$ cat config.mk
export PLATFORM = sky130hd
export DESIGN_NAME = vcmp_mask_unit
export DESIGN_NICKNAME = d
export VERILOG_FILES = /design/src/rtl/vcm_pkg.sv /design/src/rtl/vcm_elem_cmp.sv /design/src/rtl/vcm_popcnt.sv /design/src/rtl/vcm_idx_gen.sv /design/src/rtl/vcmp_mask_unit.sv
export SDC_FILE = /design/constraint.sdc
export NUM_CORES = 1
export LEC_CHECK = 0
export BUFFER_PORTS_ARGS = -buffer_cell sky130_fd_sc_hd__buf_2
export CAP_MARGIN = 40
export CORE_UTILIZATION = 50
export DETAILED_ROUTE_END_ITERATION = 6
export PLACE_DENSITY = 0.71
export SLEW_MARGIN = 20
export SYNTH_ARGS = -nofsm -noshare
export SYNTH_HDL_FRONTEND = slang
export SYNTH_HIERARCHICAL = 1
export SYNTH_SLANG_ARGS = --single-unit
$ cat constraint.sdc
create_clock -name clk -period 11.9 [get_ports clk]
set_input_delay 1.19 -clock clk [delete_from_list [all_inputs] [get_ports clk]]
set_output_delay 1.19 -clock clk [all_outputs]
set_load 0.01 [all_outputs]
$ cat src/rtl/vcm_pkg.sv
package vcm_pkg;

  typedef enum logic [2:0] {
    OP_CMP_VV = 3'd0,
    OP_CMP_VS = 3'd1,
    OP_POPC   = 3'd2,
    OP_MSET   = 3'd3,
    OP_MTOS   = 3'd4,
    OP_MFROMS = 3'd5,
    OP_INDEX  = 3'd6,
    OP_RSV    = 3'd7
  } vop_e;

  typedef enum logic [2:0] {
    CC_EQ = 3'd0,
    CC_NE = 3'd1,
    CC_GT = 3'd2,
    CC_LT = 3'd3,
    CC_GE = 3'd4,
    CC_LE = 3'd5
  } vcond_e;

endpackage

$ cat src/rtl/vcm_elem_cmp.sv
module vcm_elem_cmp
  import vcm_pkg::*;
#(
  parameter int DW = 64
) (
  input  logic [DW-1:0] a,
  input  logic [DW-1:0] b,
  input  logic [2:0]    cond,
  output logic          hit
);

  logic signed [DW-1:0] sa, sb;
  logic                 eq, lt;

  assign sa = a;
  assign sb = b;
  assign eq = (sa == sb);
  assign lt = (sa < sb);

  always_comb begin
    case (cond)
      CC_EQ:   hit = eq;
      CC_NE:   hit = !eq;
      CC_GT:   hit = !lt && !eq;
      CC_LT:   hit = lt;
      CC_GE:   hit = !lt;
      CC_LE:   hit = lt || eq;
      default: hit = 1'b0;
    endcase
  end

endmodule

$ cat src/rtl/vcm_popcnt.sv
module vcm_popcnt #(
  parameter int NELEM = 64,
  localparam int VLW  = $clog2(NELEM + 1)
) (
  input  logic [NELEM-1:0] bits,
  input  logic [VLW-1:0]   len,
  output logic [VLW-1:0]   count
);

  always_comb begin
    count = '0;
    for (int i = 0; i < NELEM; i++) begin
      if (i < int'(len) && bits[i]) count = count + 1'b1;
    end
  end

endmodule

$ cat src/rtl/vcm_idx_gen.sv
module vcm_idx_gen #(
  parameter int DW = 64
) (
  input  logic          clk,
  input  logic          rst_n,
  input  logic          clr,
  input  logic          step,
  input  logic [DW-1:0] stride,
  output logic [DW-1:0] value
);

  logic [DW-1:0] acc_q, acc_d;
  logic          acc_en;

  assign acc_en = clr || step;

  always_comb begin
    acc_d = acc_q;
    if (clr)       acc_d = '0;
    else if (step) acc_d = acc_q + stride;
  end

  always_ff @(posedge clk or negedge rst_n) begin
    if (!rst_n)      acc_q <= '0;
    else if (acc_en) acc_q <= acc_d;
  end

  assign value = acc_q;

  // consecutive written values differ by exactly the stride
  assert_index_step_R7: assert property (@(posedge clk) disable iff (!rst_n)
    step && !clr |=> acc_q == $past(acc_q) + $past(stride));

endmodule

$ cat src/rtl/vcmp_mask_unit.sv
module vcmp_mask_unit
  import vcm_pkg::*;
#(
  parameter int NELEM = 64,
  parameter int DW    = 64,
  parameter int SW    = 64
) (
  input  logic                       clk,
  input  logic                       rst_n,
  input  logic                       start,
  input  logic [2:0]                 op,
  input  logic [2:0]                 cond,
  input  logic [$clog2(NELEM+1)-1:0] vlen,
  input  logic [SW-1:0]              scalar_in,
  input  logic [DW-1:0]              elem_a,
  input  logic [DW-1:0]              elem_b,
  output logic                       busy,
  output logic [$clog2(NELEM)-1:0]   rd_idx,
  output logic                       vwr_en,
  output logic [$clog2(NELEM)-1:0]   vwr_idx,
  output logic [DW-1:0]              vwr_data,
  output logic [SW-1:0]              scalar_out,
  output logic [NELEM-1:0]           mask_out
);

  localparam int VLW = $clog2(NELEM + 1);
  localparam int IW  = $clog2(NELEM);

  // reset: asynchronous assert, synchronous release
  logic [1:0] rsync_q;
  logic       rst_i_n;
  always_ff @(posedge clk or negedge rst_n) begin
    if (!rst_n) rsync_q <= '0;
    else        rsync_q <= {rsync_q[0], 1'b1};
  end
  assign rst_i_n = rsync_q[1];

  // state
  logic             run_q, run_d;
  vop_e             op_q, op_d;
  logic [2:0]       cond_q, cond_d;
  logic [VLW-1:0]   len_q, len_d;
  logic [SW-1:0]    scal_q, scal_d;
  logic [VLW-1:0]   idx_q, idx_d;
  logic [NELEM-1:0] mask_q, mask_d;
  logic [SW-1:0]    sout_q, sout_d;

  logic             accept, is_cmp, hit;
  logic [VLW-1:0]   len_eff, pop;
  logic [DW-1:0]    cmp_b;

  assign accept  = start && !run_q;
  assign len_eff = (int'(vlen) > NELEM) ? VLW'(NELEM) : vlen;
  assign is_cmp  = (op_q == OP_CMP_VV) || (op_q == OP_CMP_VS);
  assign cmp_b   = (op_q == OP_CMP_VS) ? scal_q[DW-1:0] : elem_b;

  vcm_elem_cmp #(.DW(DW)) u_cmp (
    .a(elem_a), .b(cmp_b), .cond(cond_q), .hit(hit)
  );

  vcm_popcnt #(.NELEM(NELEM)) u_pop (
    .bits(mask_q), .len(len_eff), .count(pop)
  );

  vcm_idx_gen #(.DW(DW)) u_idx (
    .clk(clk), .rst_n(rst_i_n), .clr(accept),
    .step(run_q && op_q == OP_INDEX),
    .stride(scal_q[DW-1:0]), .value(vwr_data)
  );

  // next state
  always_comb begin
    run_d  = run_q;
    op_d   = op_q;
    cond_d = cond_q;
    len_d  = len_q;
    scal_d = scal_q;
    idx_d  = idx_q;
    mask_d = mask_q;
    sout_d = sout_q;
    if (accept) begin
      op_d   = vop_e'(op);
      cond_d = cond;
      len_d  = len_eff;
      scal_d = scalar_in;
      idx_d  = '0;
      case (vop_e'(op))
        OP_CMP_VV, OP_CMP_VS: begin
          mask_d = '0;
          run_d  = (len_eff != '0);
        end
        OP_INDEX:  run_d  = (len_eff != '0);
        OP_POPC:   sout_d = SW'(pop);
        OP_MSET:   mask_d = '1;
        OP_MTOS:   sout_d = SW'(mask_q);
        OP_MFROMS: mask_d = scalar_in[NELEM-1:0];
        default:   ;
      endcase
    end else if (run_q) begin
      if (is_cmp) mask_d[idx_q[IW-1:0]] = hit;
      idx_d = idx_q + 1'b1;
      if (idx_q == len_q - 1'b1) run_d = 1'b0;
    end
  end

  // registers
  always_ff @(posedge clk or negedge rst_i_n) begin
    if (!rst_i_n) begin
      run_q  <= 1'b0;
      op_q   <= OP_RSV;
      cond_q <= '0;
      len_q  <= '0;
      scal_q <= '0;
      idx_q  <= '0;
      mask_q <= '0;
      sout_q <= '0;
    end else begin
      run_q  <= run_d;
      mask_q <= mask_d;
      sout_q <= sout_d;
      if (accept || run_q) idx_q <= idx_d;
      if (accept) begin
        op_q   <= op_d;
        cond_q <= cond_d;
        len_q  <= len_d;
        scal_q <= scal_d;
      end
    end
  end

  assign busy       = run_q;
  assign rd_idx     = idx_q[IW-1:0];
  assign vwr_en     = run_q && (op_q == OP_INDEX);
  assign vwr_idx    = idx_q[IW-1:0];
  assign scalar_out = sout_q;
  assign mask_out   = mask_q;

  function automatic logic [NELEM-1:0] below_len(input logic [VLW-1:0] l);
    for (int i = 0; i < NELEM; i++) below_len[i] = (i < int'(l));
  endfunction

  assert_tail_clear_R3: assert property (@(posedge clk) disable iff (!rst_i_n)
    $fell(run_q) && is_cmp |-> (mask_q & ~below_len(len_q)) == '0);

  assert_write_in_busy_R7: assert property (@(posedge clk) disable iff (!rst_i_n)
    vwr_en |-> busy && (idx_q < len_q));

  assert_first_index_zero_R7: assert property (@(posedge clk) disable iff (!rst_i_n)
    vwr_en && idx_q == '0 |-> vwr_data == '0);

  assert_scalar_held_R2: assert property (@(posedge clk) disable iff (!rst_i_n)
    run_q && start |=> $stable(scal_q) && $stable(op_q));

  assert_mask_set_R5: assert property (@(posedge clk) disable iff (!rst_i_n)
    accept && op == OP_MSET |=> &mask_q);

  assert_rsv_noop_R10: assert property (@(posedge clk) disable iff (!rst_i_n)
    accept && op == OP_RSV |=> $stable(mask_q) && $stable(sout_q));

endmodule

# ---- After elaboration in Yosys (flattened, before gate mapping)
# Cells that the tools add are included.
dict set report word_totals {
  regBits 279
  latchBits 0
  ram_bits 0
  rom_bits 0
  input_bits 208
  output_inout_bits 206
  elab_cells 333
  n_memories 0
}
dict set report op_classes {
  add_sub_neg 66
  mul 0
  n_div 0
  order_cmp 68
  n_eq_ne 17
  n_shift 0
  n_mux 83
  n_bitwise 0
  n_reduce_logical 89
}
# op count
set op_table {}
lappend op_table {{$mux 7} 66}
lappend op_table {{$add 7x1->7 const B} 63}
lappend op_table {{$mux 64} 6}
lappend op_table {{$lt 6x7->1 const A} 32}
lappend op_table {{$pmux 64 s3} 1}
lappend op_table {{$pmux 64 s2} 1}
lappend op_table {{$lt 5x7->1 const A} 16}
lappend op_table {{$logic_and 1x1->1} 68}
lappend op_table {{$add 64x64->64} 1}
lappend op_table {{$bwmux 64} 1}
lappend op_table {{$eq 64x64->1} 1}
lappend op_table {{$lt 64x64->1} 1}
lappend op_table {{$lt 4x7->1 const A} 8}
lappend op_table {{$lt 3x7->1 const A} 4}
lappend op_table {{$eq 3x3->1 const B} 6}
lappend op_table {{$lt 1x7->1 const A} 2}
lappend op_table {{$lt 2x7->1 const A} 2}
lappend op_table {{$eq 3x2->1 const B} 4}
lappend op_table {{$eq 3x1->1 const B} 3}
lappend op_table {{$logic_not 3->1} 3}
lappend op_table {{$reduce_bool 2->1} 4}
lappend op_table {{$eq 7x7->1} 1}
lappend op_table {{$gt 7x7->1 const B} 1}
lappend op_table {{$lt 6x7->1 const B} 1}
lappend op_table {{other kinds (15)} 27}

# ---- Logic depth before layout (Yosys ltp)
dict set report depth {
  word_depth 132
  depth_mapped 214
  depth_no_buf 211
}

# ---- Modules after synthesis
# The synthesis kept the hierarchy.
# mod n_inst cells_per_inst area_per_inst_um2 seq_area_each_um2
set modules_own_cells {}
lappend modules_own_cells {vcm_popcnt 1 1604 11529.8 0.0}
lappend modules_own_cells {vcmp_mask_unit 1 1181 11101.9 5383.9}
lappend modules_own_cells {vcm_idx_gen 1 816 6470.0 1601.5}
lappend modules_own_cells {vcm_elem_cmp 1 250 1720.4 0.0}

# ---- Least setup slack after synthesis
# Ideal clock, no wire load.
dict set report synth_path {
  path_kind {input to register}
  start {input vlen[2]}
  end {register sout_q[5] (netlist: scalar_out[5])}
  t_arrival_ns 37.958
  t_required_ns 11.773
  setup_slack_ns -26.185
  cell_stages 212
  path_cell_list {nor2b_1 buf_2 buf_2 buf_2 nor3_1 a21boi_0 ha_1 xnor2_2 inv_1 ha_1 o211ai_1 o31ai_1 ha_1 nand2b_1 a21oi_1 nor2_1 ha_1 nand2_1 [... 176 more ...] ha_1 mux2_2 ha_1 mux2_2 ha_1 mux2_2 ha_1 mux2_2 ha_1 nand2_1 xor2_1 xnor2_1 nand4_1 nor4bb_1 a21oi_1 xnor2_1 mux2i_1 o21ai_0}
}
dict set report synth_via {
  elab_chain_len 132
}
# item line_no
set synth_lines {}
lappend synth_lines {{from (decl)} vcmp_mask_unit.sv:13} ;# input logic [$clog2(NELEM+1)-1:0] vlen,
lappend synth_lines {{$gt 7x7->1} vcmp_mask_unit.sv:53} ;# assign len_eff = (int'(vlen) > NELEM) ? VLW'(NELEM) : vlen;
lappend synth_lines {{$mux 7 (*)} vcmp_mask_unit.sv:53}
lappend synth_lines {{$lt 1x7->1} vcm_popcnt.sv:13} ;# if (i < int'(len) && bits[i]) count = count + 1'b1;
lappend synth_lines {{$logic_and 1x1->1} vcm_popcnt.sv:13}
lappend synth_lines {{$mux 1} vcm_popcnt.sv:13}
lappend synth_lines {{$add 1x1->2} vcm_popcnt.sv:13}
lappend synth_lines {{$mux 7} vcm_popcnt.sv:13}
lappend synth_lines {{$add 7x1->7} vcm_popcnt.sv:13}
lappend synth_lines {{[... 117 more ...]} -}
lappend synth_lines {{$add 7x1->7} vcm_popcnt.sv:13}
lappend synth_lines {{$mux 7} vcm_popcnt.sv:13}
lappend synth_lines {{$add 7x1->7} vcm_popcnt.sv:13}
lappend synth_lines {{$mux 7} vcm_popcnt.sv:13}
lappend synth_lines {{$add 7x1->7} vcm_popcnt.sv:13}
lappend synth_lines {{$mux 7 (*)} vcm_popcnt.sv:13}
lappend synth_lines {{via pop[5]} vcmp_mask_unit.sv:49} ;# logic [VLW-1:0] len_eff, pop;
lappend synth_lines {{$pmux 64 s2 (*)} vcmp_mask_unit.sv:87} ;# case (vop_e'(op))
lappend synth_lines {{to (signal assigned)} vcmp_mask_unit.sv:120} ;# sout_q <= sout_d;
lappend synth_lines {{to (decl)} vcmp_mask_unit.sv:46} ;# logic [SW-1:0] sout_q, sout_d;
# Mark *: on every way through the listed nets, which the timed path passes. The rest lies on a longest branch.
# A chain may end at the register's enable or synchronous reset.

# ---- Worst setup path after layout
dict set report layout_path {
  start {input vlen[4]}
  end {register sout_q[6] (netlist: scalar_out[6])}
}
dict set report layout_via {
  elab_chain_len 132
}
# item line_no
set layout_lines {}
lappend layout_lines {{$gt 7x7->1} vcmp_mask_unit.sv:53}
lappend layout_lines {{$mux 7 (*)} vcmp_mask_unit.sv:53}
lappend layout_lines {{via len_d[4]} vcmp_mask_unit.sv:42} ;# logic [VLW-1:0] len_q, len_d;
lappend layout_lines {{$lt 1x7->1} vcm_popcnt.sv:13}
lappend layout_lines {{$logic_and 1x1->1} vcm_popcnt.sv:13}
lappend layout_lines {{$mux 1} vcm_popcnt.sv:13}
lappend layout_lines {{$add 1x1->2} vcm_popcnt.sv:13}
lappend layout_lines {{$mux 7} vcm_popcnt.sv:13}
lappend layout_lines {{[... 118 more ...]} -}
lappend layout_lines {{$add 7x1->7} vcm_popcnt.sv:13}
lappend layout_lines {{$mux 7} vcm_popcnt.sv:13}
lappend layout_lines {{$add 7x1->7} vcm_popcnt.sv:13}
lappend layout_lines {{$mux 7} vcm_popcnt.sv:13}
lappend layout_lines {{$add 7x1->7} vcm_popcnt.sv:13}
lappend layout_lines {{$mux 7 (*)} vcm_popcnt.sv:13}
lappend layout_lines {{via pop[6]} vcmp_mask_unit.sv:49}
lappend layout_lines {{$pmux 64 s2 (*)} vcmp_mask_unit.sv:87}
# Marks and branches as above.

==> metrics.txt <==
outcome=finished, violations left; violated checks=negative setup slack; Core Region=just over 60,000 um2; maximum achievable frequency=27.99 MHz; detailed-route DRC error count=0; number of warnings printed during yosys synthesis=6; area added between synthesis and finish=33.56%; final routed wirelength across all metal layers=118.9 mm; largest cells by area after synthesis=dfrtp_1 (22%), nand2_1 (7.9%), ha_1 (7.8%), xnor2_1 (5.9%), mux2_2 (4.6%); number of hold-slack violations in the final timing report=0; slowest stage cell on the critical path=or4_4; dominant cell type by area after synthesis=dfrtp_1; most repeated library cell on the critical path=ha_4; Arr. time, crit path=roughly 36 ns; die area=62,640 um2; Initial DRT Pass Iterations=6; Placer Congestion=0.9821; final std cells w/o fill=5,704; total routing resource utilization after global routing=36.59%; clock sink total=around 280; Max FO, Critical Path=3; number of buffers between clock root and the deepest sink=3; number of buffers added on ports=413; drt via density=~5.9; worst clock skew on the final layout=about 0.015 ns; post-DR wirelength/cell=between 20 and 25 um; I/O pin count=414; most common cell after layout, fill and taps aside=buf_4; setup slack of the critical path after layout=-23.83 ns; Chip Height=250.3 um; post-synthesis net count=4,252; top_reg_cell synth=dfrtp_1; top library cells by usage in the layout, fill and taps aside=buf_4 (799), nand2_1 (624), buf_2 (411), dfrtp_1 (275), nor2_1 (226); number of buffers added to fix hold violations after cts=0; Placed Instances=5,583; number of global-route vias before repair=31,980; root buffer selected by CTS=clkbuf_16; syn avg cell area=8.004 um2; Clk Latency, worst-skew pair=0.56 ns; clock edge transition at the registers on the reported setup and hold paths=0.06 ns; number of distinct library cells after synthesis=128; Max Slew Vio Count=0; Final Setup Violations=6; 1st-iter DRT viols=2,903; TritonCTS buffer count=34; remaining antenna violation count=0; FF+latch count, synth=279; setup TNS after final layout=-142.13 ns; number of buffer and inverter stages on the critical path=13; global-route wire length before repair=around 180 mm; fraction of final layout cells with drive strength greater than 1=33.59%; shortest period the worst path allows=35.73 ns; path category of the worst min-delay check=reg2async; Worst Hold Margin=approximately 0.28 ns; headroom to the max-slew limit=approximately two fifths; Slew @ Worst Pin=~0.88 ns; fraction of synthesis flops using an asynchronous set or reset pin=100.0%; Crit. End Element=flip-flop; setup repair after global routing missed its margin=yes; TritonCTS clock tree=yes; sequential cell area fraction in the yosys report=22.66%; number of nets in the layout=5,297; layout filler cell count=around 5,200; Yosys top cell area share=~22%; via total after detailed routing=around 34,000; setup slack at placement=-23.94 ns; detailed-placement wirelength estimate=slightly above 90 mm; CP required=12.31 ns; maxcap violations=0; maximum number of pins on one net before global-route repair=99; share of the clock period used by the worst path after layout=300.2%; starting utilization of the core area=around half; gate count after technology mapping=3,851; global route total overflow=0; initial antenna violation count=1; area of the mapped netlist=30,820 um2; H-tree depth=2; EDFF count, synth=0; DIE WIDTH=250.3 um; placement row count=90; gate family responsible for the most delay along the worst path=adder cells; slowest stage delay, CP=0.56 ns; Worst Setup Start Kind=input port; Crit Path Category=in2reg
## path summary, 6_finish.rpt
kind / from / endpoint / slack (ns) / cells after the start
max: vlen[4] / scalar_out[6] / -23.83 / 212
min: rsync_q[1] / u_idx/value[55] / 0.28 / 0
max reg2reg: mask_out[0] / scalar_out[6] / -22.91 / 209
min reg2reg: rsync_q[1] / u_idx/value[55] / 0.28 / 0
max in group asynchronous: rsync_q[1] / scalar_out[24] / 9.78 / 3
min in group clk: rsync_q[0] / rsync_q[1] / 0.36 / 0
## area by class of cell
class	instances	area, um2	share of cell area, %
flip-flops and latches	279	6989	16.98
clock buffers	47	980.9	2.383
multi-input cells	3210	23270	56.53
repair buffers	1218	8208	19.94
inverters	153	581.8	1.413
diodes	1	2.502	0.006079
clock inverters	14	155.1	0.3769
well taps	782	978.4	2.377
## synthesized netlist by cell type, types with 63 or more instances
library cell	instances
xor2_1	100
o221ai_1	65
ha_1	192
nand3_1	142
nand2_1	647
clkbuf_1	104
xnor2_1	207
mux2_2	127
mux2i_1	63
nor2_1	243
dfrtp_1	276
a21oi_1	195
inv_1	148
o21ai_0	235
nand4_1	74
## registers in the layout, indices dropped and copies added, names as in the netlist
register / cells
op_q: 3
cond_q: 3
mask_out: 64
rsync_q: 2
u_idx/value: 64
scal_q: 64
len_q: 7
idx_q: 7
busy: 1
scalar_out: 64
## layer usage
metal  vias to the layer above  share of wire (%)  wire length, um  GRT usage (%)
met4                         0                5.7             6766          18.83
met5                         -                  0                0              0
met1                     16120                 41            48870          47.19
met3                       283                8.4             9941          7.046
li1                      15910                  -                -              -
met2                      1457                 45            53310          58.21
## metrics by stage
step / util [%] / cell area [um2]
after floorplan: - / 31290
after global placement: 64.25 / 38920
after detailed placement: 64.31 / 38960
after CTS: 66.48 / 40280
after global routing: 67.95 / 41160
final: 67.95 / 41170
## kinds of logic (layout without fill, tap and decap cells)
kind of cell             after synthesis  in the layout  synth area share (%)
multiplexers                         215            215                 7.599
XOR/XNOR                             380            380                 13.73
AO/OA/AOI/OAI                        958            958                 20.35
buffers and inverters                362           1432                 5.229
flip-flops                           279            279                 22.66
other                                  1              2               0.01217
adder cells (fa/ha/maj)              200            200                 8.086
AND/OR/NAND/NOR                     1456           1456                 22.33
## timing repair
item,4_1_cts,5_1_grt
setup endpoints to repair,6,6
buffers inserted,21,39
gates resized for setup,6,105
pin swaps,12,97
Power is not shown: default switching activity piles up to over one toggle a cycle in this logic, so the estimate is an artifact.
